$ cat src/rtl/owsr_pkg.sv
package owsr_pkg;

    typedef enum logic [1:0] {
        OP_RESET = 2'd0,
        OP_READ  = 2'd1,
        OP_WRITE = 2'd2
    } bus_op_t;

    typedef enum logic [1:0] {
        ST_MORE   = 2'd0,
        ST_LAST   = 2'd1,
        ST_FAULT  = 2'd2,
        ST_NOBODY = 2'd3
    } search_status_t;

    typedef enum logic [2:0] {
        S_IDLE,
        S_RST,
        S_RDT,
        S_RDC,
        S_WR
    } walk_state_t;

    localparam logic [7:0] CRC_POLY = 8'h8C;

    // One LSB-first step of the reflected CRC-8.
    function automatic logic [7:0] crc8_step(input logic [7:0] c, input logic b);
        logic fb;
        fb = c[0] ^ b;
        return (c >> 1) ^ (fb ? CRC_POLY : 8'h00);
    endfunction

endpackage

$ cat src/rtl/owsr_crc8.sv
module owsr_crc8 (
    input  logic       clk,
    input  logic       rst,
    input  logic       clr,
    input  logic       en,
    input  logic       din,
    output logic [7:0] crc
);
    import owsr_pkg::*;

    always_ff @(posedge clk) begin
        if (rst || clr)
            crc <= 8'h00;
        else if (en)
            crc <= crc8_step(crc, din);
    end

endmodule

$ cat src/rtl/owsr_branch.sv
module owsr_branch #(
    parameter int ID_W  = 64,
    parameter int IDX_W = 6
) (
    input  logic             clk,
    input  logic             rst,
    input  logic             init,
    input  logic             coll,
    input  logic             commit,
    input  logic [IDX_W-1:0] idx,
    input  logic [ID_W-1:0]  path_in,
    output logic             choice,
    output logic             takes_zero
);
    localparam logic signed [IDX_W:0] NO_MARK = '1;

    logic signed [IDX_W:0] last_z;
    logic signed [IDX_W:0] prev_z;
    logic                  first;
    logic [ID_W-1:0]       path;
    logic signed [IDX_W:0] idx_s;

    assign idx_s = $signed({1'b0, idx});

    always_comb begin
        if (first) begin
            choice     = 1'b0;
            takes_zero = 1'b1;
        end else if (idx_s < last_z) begin
            choice     = path[idx];
            takes_zero = ~path[idx];
        end else if (idx_s == last_z) begin
            choice     = 1'b1;
            takes_zero = 1'b0;
        end else begin
            choice     = 1'b0;
            takes_zero = 1'b1;
        end
    end

    always_ff @(posedge clk) begin
        if (rst || init) begin
            last_z <= NO_MARK;
            prev_z <= NO_MARK;
            first  <= 1'b1;
            path   <= '0;
        end else begin
            if (coll) begin
                if (first || idx_s > last_z) begin
                    prev_z <= last_z;
                    last_z <= idx_s;
                end else if (idx_s == last_z) begin
                    last_z <= prev_z;
                end else if (!path[idx]) begin
                    prev_z <= idx_s;
                end
            end
            if (commit) begin
                path  <= path_in;
                first <= 1'b0;
            end
        end
    end

endmodule

$ cat src/rtl/owsr_search.sv
module owsr_search #(
    parameter int ID_W  = 64,
    parameter int CNT_W = 8
) (
    input  logic             clk,
    input  logic             rst,
    input  logic             go,
    input  logic             fresh,
    output logic             bus_req,
    output logic [1:0]       bus_op,
    output logic             bus_wbit,
    input  logic             bus_ack,
    input  logic             bus_rbit,
    output logic             done,
    output logic [1:0]       status,
    output logic [ID_W-1:0]  rom_id,
    output logic [CNT_W-1:0] dev_count
);
    import owsr_pkg::*;

    localparam int IDX_W = $clog2(ID_W);
    localparam logic [IDX_W-1:0] LAST_IDX = IDX_W'(ID_W - 1);

    walk_state_t    state;
    search_status_t status_q;
    logic [IDX_W-1:0] idx;
    logic tbit, took0, resolved;
    logic coll, crc_en, crc_clr, commit, br_init, br_choice, br_tz;
    logic [7:0] crc_q;
    bus_op_t op_c;

    assign coll    = (state == S_RDC) && bus_ack && !tbit && !bus_rbit;
    assign crc_en  = (state == S_RDC) && bus_ack && !(tbit && bus_rbit);
    assign crc_clr = (state == S_IDLE) && go;
    assign br_init = (state == S_IDLE) && go && fresh;
    assign commit  = (state == S_WR) && bus_ack && (idx == LAST_IDX) && (crc_q == 8'h00);

    always_comb begin
        unique case ({tbit, bus_rbit})
            2'b10:   resolved = 1'b1;
            2'b01:   resolved = 1'b0;
            2'b00:   resolved = br_choice;
            default: resolved = 1'b0;
        endcase
    end

    always_comb begin
        unique case (state)
            S_RST:   op_c = OP_RESET;
            S_WR:    op_c = OP_WRITE;
            default: op_c = OP_READ;
        endcase
    end

    assign bus_req = (state != S_IDLE);
    assign bus_op  = op_c;
    assign status  = status_q;

    owsr_crc8 u_crc (
        .clk(clk), .rst(rst), .clr(crc_clr), .en(crc_en), .din(resolved), .crc(crc_q)
    );

    owsr_branch #(.ID_W(ID_W), .IDX_W(IDX_W)) u_branch (
        .clk(clk), .rst(rst), .init(br_init), .coll(coll), .commit(commit),
        .idx(idx), .path_in(rom_id), .choice(br_choice), .takes_zero(br_tz)
    );

    always_ff @(posedge clk) begin
        if (rst) begin
            state     <= S_IDLE;
            status_q  <= ST_LAST;
            done      <= 1'b0;
            rom_id    <= '0;
            dev_count <= '0;
            idx       <= '0;
            tbit      <= 1'b0;
            took0     <= 1'b0;
            bus_wbit  <= 1'b1;
        end else begin
            done <= 1'b0;
            unique case (state)
                S_IDLE: if (go) begin
                    state  <= S_RST;
                    idx    <= '0;
                    took0  <= 1'b0;
                    rom_id <= '0;
                    if (fresh) dev_count <= '0;
                end
                S_RST: if (bus_ack) begin
                    if (bus_rbit) begin
                        state <= S_RDT;
                    end else begin
                        state     <= S_IDLE;
                        status_q  <= ST_NOBODY;
                        dev_count <= '0;
                        done      <= 1'b1;
                    end
                end
                S_RDT: if (bus_ack) begin
                    tbit  <= bus_rbit;
                    state <= S_RDC;
                end
                S_RDC: if (bus_ack) begin
                    if (tbit && bus_rbit) begin
                        state    <= S_IDLE;
                        status_q <= ST_FAULT;
                        done     <= 1'b1;
                    end else begin
                        bus_wbit    <= resolved;
                        rom_id[idx] <= resolved;
                        if (coll && br_tz) took0 <= 1'b1;
                        state <= S_WR;
                    end
                end
                S_WR: if (bus_ack) begin
                    if (idx == LAST_IDX) begin
                        state <= S_IDLE;
                        done  <= 1'b1;
                        if (crc_q != 8'h00) begin
                            status_q <= ST_FAULT;
                        end else begin
                            dev_count <= dev_count + 1'b1;
                            status_q  <= took0 ? ST_MORE : ST_LAST;
                        end
                    end else begin
                        idx   <= idx + 1'b1;
                        state <= S_RDT;
                    end
                end
                default: state <= S_IDLE;
            endcase
        end
    end

    p_fault_stop_r4: assert property (@(posedge clk) disable iff (rst)
        (state == S_RDC && bus_ack && tbit && bus_rbit) |=> (done && status == ST_FAULT && !bus_req));

    p_absent_r2: assert property (@(posedge clk) disable iff (rst)
        (state == S_RST && bus_ack && !bus_rbit) |=> (done && status == ST_NOBODY && dev_count == '0));

    p_done_pulse_r11: assert property (@(posedge clk) disable iff (rst)
        done |=> !done);

    p_wait_hold_r1: assert property (@(posedge clk) disable iff (rst)
        (bus_req && !bus_ack) |=> (bus_req && $stable(idx) && $stable(bus_op)));

    p_count_step_r9: assert property (@(posedge clk) disable iff (rst)
        (done && (status == ST_MORE || status == ST_LAST)) |-> (dev_count == CNT_W'($past(dev_count) + 1'b1)));

endmodule

$ cat config.mk
export PLATFORM = sky130hd
export DESIGN_NAME = owsr_search
export DESIGN_NICKNAME = d
export VERILOG_FILES = /design/src/rtl/owsr_pkg.sv /design/src/rtl/owsr_crc8.sv /design/src/rtl/owsr_branch.sv /design/src/rtl/owsr_search.sv
export SDC_FILE = /design/constraint.sdc
export NUM_CORES = 1
export LEC_CHECK = 0
export BUFFER_PORTS_ARGS = -buffer_cell sky130_fd_sc_hd__clkbuf_2
export CAP_MARGIN = 0
export CELL_PAD_IN_SITES_DETAIL_PLACEMENT = 2
export CELL_PAD_IN_SITES_GLOBAL_PLACEMENT = 2
export CORE_ASPECT_RATIO = 2
export CORE_UTILIZATION = 37
export DETAILED_ROUTE_END_ITERATION = 8
export PLACE_DENSITY_LB_ADDON = 0.08
export SYNTH_ARGS = -nofsm -noshare
export SYNTH_HDL_FRONTEND = slang
export SYNTH_SLANG_ARGS = --single-unit
$ cat constraint.sdc
create_clock -name clk -period 7.16 [get_ports clk]
set_input_delay 0.358 -clock clk [delete_from_list [all_inputs] [get_ports clk]]
set_output_delay 0.358 -clock clk [all_outputs]
set_load 0.01 [all_outputs]
==> flow_summary.toml, run 1 <==
[status]
status = "completed"

[cts]
root_buffer = "clkbuf_16"
cts_resized = 0
cts_setup_buffers = 0
htreeDepth = 4
cts_hold_buf = 0
cts_sinks = 174
clkLatencyLatePin_ns = 0.45
cts.clk_slew.worst_paths_ns = 0.06
cts_tree = "yes"
clockBufferDepth = 2
cts-buffers-inserted = 17

[finish]
finalNonFillerCells = 1293
fin_nets = 1028
n_fill_cell = 2403
area_delta_synth_final_pct = 14.61
n_antenna_cell = 0
drive_gt1_share_pct = 14.02

[sta]
period_minus_slack_ns = 3.920
rsz0062_at_grt = "no"
period_share_pct = 54.75
fmax_mhz = 255.1
setup_tns_ns = 0
clock_skew_ns = 0.008070
timing_hold_violations_final = 0
slew_violations = 0
setup_viol = 0
slew_headroom_pct = 29.62
fin_ws_ns = 3.240
tightestPinTransition_ns = 1.051

[pwr]
seq_power_share_pct = 48.0
cellPowerDensity_mw_per_mm2 = 227.1
leakage_nw = 3.386
intPower_w = 0.001559
p_switching_w = 0.0004769
vdd_drop_max_v = 0.0001138
sw_frac_of_total_pct = 23.43
pwr-share-comb_pct = 4.3
p_clk_share_pct = 47.6

[worst_setup_path]
arrival_ns = 4.27
slowest_delay_ns = 0.69
endpoint_kind = "flip-flop"
worst_setup_path_start_kind = "flip-flop"
path_cells = "ha_1 > nor2b_1 > o21ai_0 > a21oi_1 > o31a_1 > o21bai_1 > a21oi_1 > nand3b_4 > o21ai_0"
crit_buf_inv = 0
worstPathRequired_ns = 7.51
cpMaxStageDelayCell = "nand3b_4"
cp_max_fo = 64
path_delay_family = "compound AO/OA/AOI/OAI gates"
criticalPathCategory = "reg -> reg"

[run]
cap_violations = 0

[synth]
synth.avg_cell_area_um2 = 7.997
synth-seq-area-share_pct = 44.54
ys_types = 56
ys_ff_latch = 174
syn_nets = 992
async_flop_share_pct = 0
yosysMostFrequentCell = "nand2_1"
synth.area.top_cells = "dfxtp_1 45%, nand2_1 11%, a21oi_1 7.3%"
postSynthCellCount = 978
ys.flop_type = "dfxtp_1"
synth_largest_area_cell = "dfxtp_1"
yosys_warnings = 0
synth_edf_count = 0
synth_top_area_share_pct = 44.54
netlist_top_cells_count = "237 x nand2_1, 174 x dfxtp_1, 114 x a21oi_1"
syn_area_mm2 = 0.007821

[placed_design]
dp_cells = 1261
pre_cts_slack_ns = 3.241
place.gp.congestion = 0.8074
dp.final_hpwl_um = 18870
port_buffers = 84

[die]
die-width_um = 104.8
fp.dieH_um = 207.6
die_area_mm2 = 0.02176
initial_utilization_pct = 38.05
num_rows = 74
pin_count = 85
core_mm2 = 0.02055

[global_route]
grt_max_degree = 66
grt_usage_pct = 26.92
first_global_vias = 8080
antenna_found_initial = 0
grt_pass1_wl_um = 44580
grt-ovfl-total = 0

[route]
wl_per_cell_um = 21.77
vias_per_cell = 5.712
route.vias.total = 7385
drtIter0Drc = 214
first_pass_iters = 4
drc_errors = 0
postRouteAntennaNets = 0
wirelength_um = 28150

[hold_path]
hold_path.class = "in -> reg"
==> placed cells by master, fill, tap and decap left out, drive strengths merged, types with 4 or more instances in the layout <==
cell type / Yosys / final
a21o: 4 / 4
nor2: 31 / 31
dfxtp: 174 / 174
nand4: 5 / 5
clkinv: 0 / 7
nor2b: 8 / 8
and3: 5 / 5
clkbuf: 59 / 105
nor3: 5 / 5
a21oi: 114 / 114
o211ai: 48 / 48
nor3b: 4 / 4
o21ai: 106 / 106
or3: 5 / 5
nand2: 237 / 237
inv: 13 / 13
nand3: 18 / 18
ha: 8 / 8
and2: 8 / 8
buf: 20 / 12
mux2i: 45 / 45
xor2: 8 / 8
a22oi: 14 / 14
==> state kept, by name (all words and copies together) (netlist names) <==
name,cells
done,1
tbit,1
u_branch.prev_z,7
status,2
u_crc.crc,8
idx,6
rom_id,64
u_branch.path,64
bus_wbit,1
took0,1
dev_count,8
u_branch.first,1
u_branch.last_z,7
state,3
==> path summary, 6_finish.rpt <==
path                            depth (start not counted)  slack, ns           endpoint         startpoint
worst min-delay path                                    2       0.32           state[0]            bus_ack
worst min register to register                          2       0.46  u_branch.path[60]  u_branch.path[60]
worst max register to register                          9       3.24         rom_id[63]             idx[1]
worst max-delay path                                    9       3.24         rom_id[63]             idx[1]
==> per-layer routing <==
metal	global-route usage (%)	routed length [um]	vias up
met5	0	0	-
met3	4.710	730	60
met1	27.70	10570	3714
li1	-	-	3469
met4	14.86	1385	0
met2	50.51	15460	142
==> area by class of cell <==
type / instances / area (um2) / share of cell area [%]
clock buffer: 21 / 460.4 / 5.137
clock inverter: 11 / 140.1 / 1.563
inverter: 13 / 48.80 / 0.5444
multi-input combinational: 712 / 3986 / 44.47
sequential: 174 / 3485 / 38.87
tap: 266 / 332.8 / 3.713
timing repair buffer: 96 / 510.5 / 5.695
==> kinds of logic after synthesis <==
family | synth area share, %
DFF | 44.54
adders and majority gates | 1.280
AOI/OAI and AO/OA | 22.75
and+or+nand+nor | 18.80
muxes | 6.527
xor gates and xnor gates | 1.120
buffers and inverters | 4.991
==> power by group through the flow <==
stage | registers, W | logic, W | clock network (W)
floorplan | 0.000997 | 0.0000569 | 0
global placement | 0.00100 | 0.0000863 | 0
detailed placement | 0.00100 | 0.0000881 | 0
CTS | 0.000978 | 0.0000887 | 0.000989
global route | 0.000978 | 0.0000949 | 0.00102
finish | 0.000978 | 0.0000877 | 0.000970
==> metrics by stage <==
step,hold WS (ns),total power [W],area (um2),utilization (%)
detailed placement,0.4498,0.001088,8363,40.69
CTS,0.2959,0.002055,8964,43.61
global route,0.3370,0.002097,8964,43.61
floorplan,0.4315,0.001054,7821,-
finish,0.3189,0.002036,8964,43.61
global placement,0.4407,0.001086,8363,40.69
No activity file was read; power rests on OpenSTA's default activity.
==> run 2, diff against run 1 <==
- CORE_UTILIZATION: 37 -> 31
- clock period: 7.16 -> 3.5 ns (I/O delays scaled with it)
==> run 2 against run 1 <==
Effect of this change:
- register-to-register slack lost 2.8 ns
- non-clock buffer count up 29
- critical path depth shrank 1
- first-iteration DRC count increased by 42%
- largest cell class unchanged
- flip-flop and latch count stayed put
==> flow_summary.toml, run 2 (synthesized netlist as in run 1, its figures left out) <==
[finish]
final_common_cell = "nand2_1"
area_delta_synth_final_pct = 19.93
multi_input_area_mm2 = 0.003976
final_cell_mix = "237 x nand2_1, 173 x dfxtp_1, 114 x a21oi_1"
fin_nets = 1057
top_regs = "rom_id: 64 flops, u_branch.path: 64 flops"
ff_latch_area_mm2 = 0.003485
n_fill_cell = 2842
drive_gt1_share_pct = 16.38
n_antenna_cell = 0

[pwr]
vdd_drop_max_v = 0.0003734
intPower_w = 0.003324
leakage_nw = 3.542
cellPowerDensity_mw_per_mm2 = 458.7
seq_power_share_pct = 46.4
sw_frac_of_total_pct = 22.74
p_clk_share_pct = 49.1
p_switching_w = 0.0009785
pwr-share-comb_pct = 4.5

[die]
core_mm2 = 0.02463
die-width_um = 114.3
num_rows = 81
fp.dieH_um = 226.6
pin_count = 85
die_area_mm2 = 0.02591
initial_utilization_pct = 31.76

[worst_setup_path]
path_cells = "ha_1 > nand4b_1 > or3_1 > o31a_1 > or3b_1 > mux2i_1 > o21ai_0 > o211a_1"
cpMaxStageDelayCell = "dfxtp_1"
worstPathRequired_ns = 3.85
criticalPathCategory = "reg -> reg"
ff2ff_path_depth = 8
slowest_delay_ns = 0.75
crit_buf_inv = 0
cp-startpoint = "idx[3]"
ff2ff_setup_slack_ns = 0.46
endpoint_kind = "flip-flop"
cp_max_fo = 14
r2r_end = "u_crc.crc[7]"
r2r_start = "idx[3]"
path_delay_family = "simple AND/OR/NAND/NOR gates"
worst_setup_path_start_kind = "flip-flop"
arrival_ns = 3.39

[cts]
root_buffer = "clkbuf_16"
cts-buffers-inserted = 17
clockBufferDepth = 2
cts_tree = "yes"
htreeDepth = 4
cts.clk_slew.worst_paths_ns = 0.07
cts_sinks = 174
cts_resized = 0
clkLatencyLatePin_ns = 0.45
cts_setup_buffers = 0
cts_hold_buf = 0

[sta]
period_share_pct = 86.83
setup_tns_ns = 0
fmax_mhz = 329.1
timing_hold_violations_final = 0
slew_violations = 0
slew_headroom_pct = 34.36
worst_hold_slack_ns = 0.1135
setup_viol = 0
tightestPinTransition_ns = 0.9803
rsz0062_at_grt = "no"
period_minus_slack_ns = 3.039
clock_skew_ns = 0.007978

[global_route]
grt_pass1_wl_um = 45310
grt-ovfl-total = 0
antenna_found_initial = 0
grt_usage_pct = 23.54
grt_max_degree = 66
first_global_vias = 7978

[route]
drtIter0Drc = 304
wirelength_um = 29050
wl_per_cell_um = 20.93
drc_errors = 0
postRouteAntennaNets = 0
route.vias.total = 7392
vias_per_cell = 5.326
first_pass_iters = 4

[run]
cap_violations = 0

[placed_design]
port_buffers = 84
place.gp.congestion = 0.7576
dp.final_hpwl_um = 20090

[hold_path]
hold_start = "bus_ack"
hold_path.class = "in -> reg"
hold_depth = 2
holdPathEnd = "state[0]"

[status]
status = "completed"
## run 2: changes by cell type in the layout (fill, tap and decap cells not counted), moves of 2 or more
| cell | delta |
|---|---|
| buf_12 | +7 |
| buf_4 | +22 |
| bufinv_16 | +2 |
| clkinv_2 | -2 |
| nor3_2 | +2 |
## run 2: per-stage QoR
step	instances	area, um2	total power, W	setup slack, ns	util (%)
finish	1388	9380	0.004303	0.4610	38.09
global route	1388	9380	0.004449	0.2045	38.09
CTS	1388	9380	0.004365	0.3981	38.09
detailed placement	1356	8741	0.002237	0.4164	35.49
global placement	1356	8741	0.002235	0.5161	35.49
floorplan	978	7821	0.002157	0.8043	-
## run 2: worst max path at each step
stage                         end  cells past startpoint  slack [ns]
2_1_floorplan        u_crc.crc[7]                     11        0.80
3_3_place_gp         u_crc.crc[7]                      8        0.52
3_5_place_dp         u_crc.crc[7]                      8        0.42
4_1_cts                rom_id[22]                      9        0.40
5_1_grt        u_branch.prev_z[1]                      8        0.20
6_report             u_crc.crc[7]                      8        0.46
## run 2: final cells by class
cell class                 count  share of cell area, %
clock inverter                11                  2.014
timing repair buffer         125                  8.697
inverter                      13                 0.5202
clock buffer                  21                  4.802
tap                          332                  4.428
sequential                   174                  37.15
multi-input combinational    712                  42.39
## run 2: power by group through the flow
stage / sequential, W / clock [W] / combinational (W)
2_1_floorplan: 0.00204 / 0 / 0.000116
3_3_place_gp: 0.00204 / 0 / 0.000193
3_5_place_dp: 0.00204 / 0 / 0.000195
4_1_cts: 0.00200 / 0.00217 / 0.000197
5_1_grt: 0.00200 / 0.00224 / 0.000208
6_report: 0.00200 / 0.00211 / 0.000192
## run 2: routing by layer
metal | vias to the layer above | wire, um | track usage (%) | share of wire (%)
li1 | 3521 | - | - | -
met1 | 3732 | 11250 | 24.04 | 39
met2 | 104 | 16430 | 46.67 | 57
met3 | 35 | 673 | 3.582 | 2.3
met4 | 0 | 696 | 8.923 | 2.4
met5 | - | 0 | 0 | 0
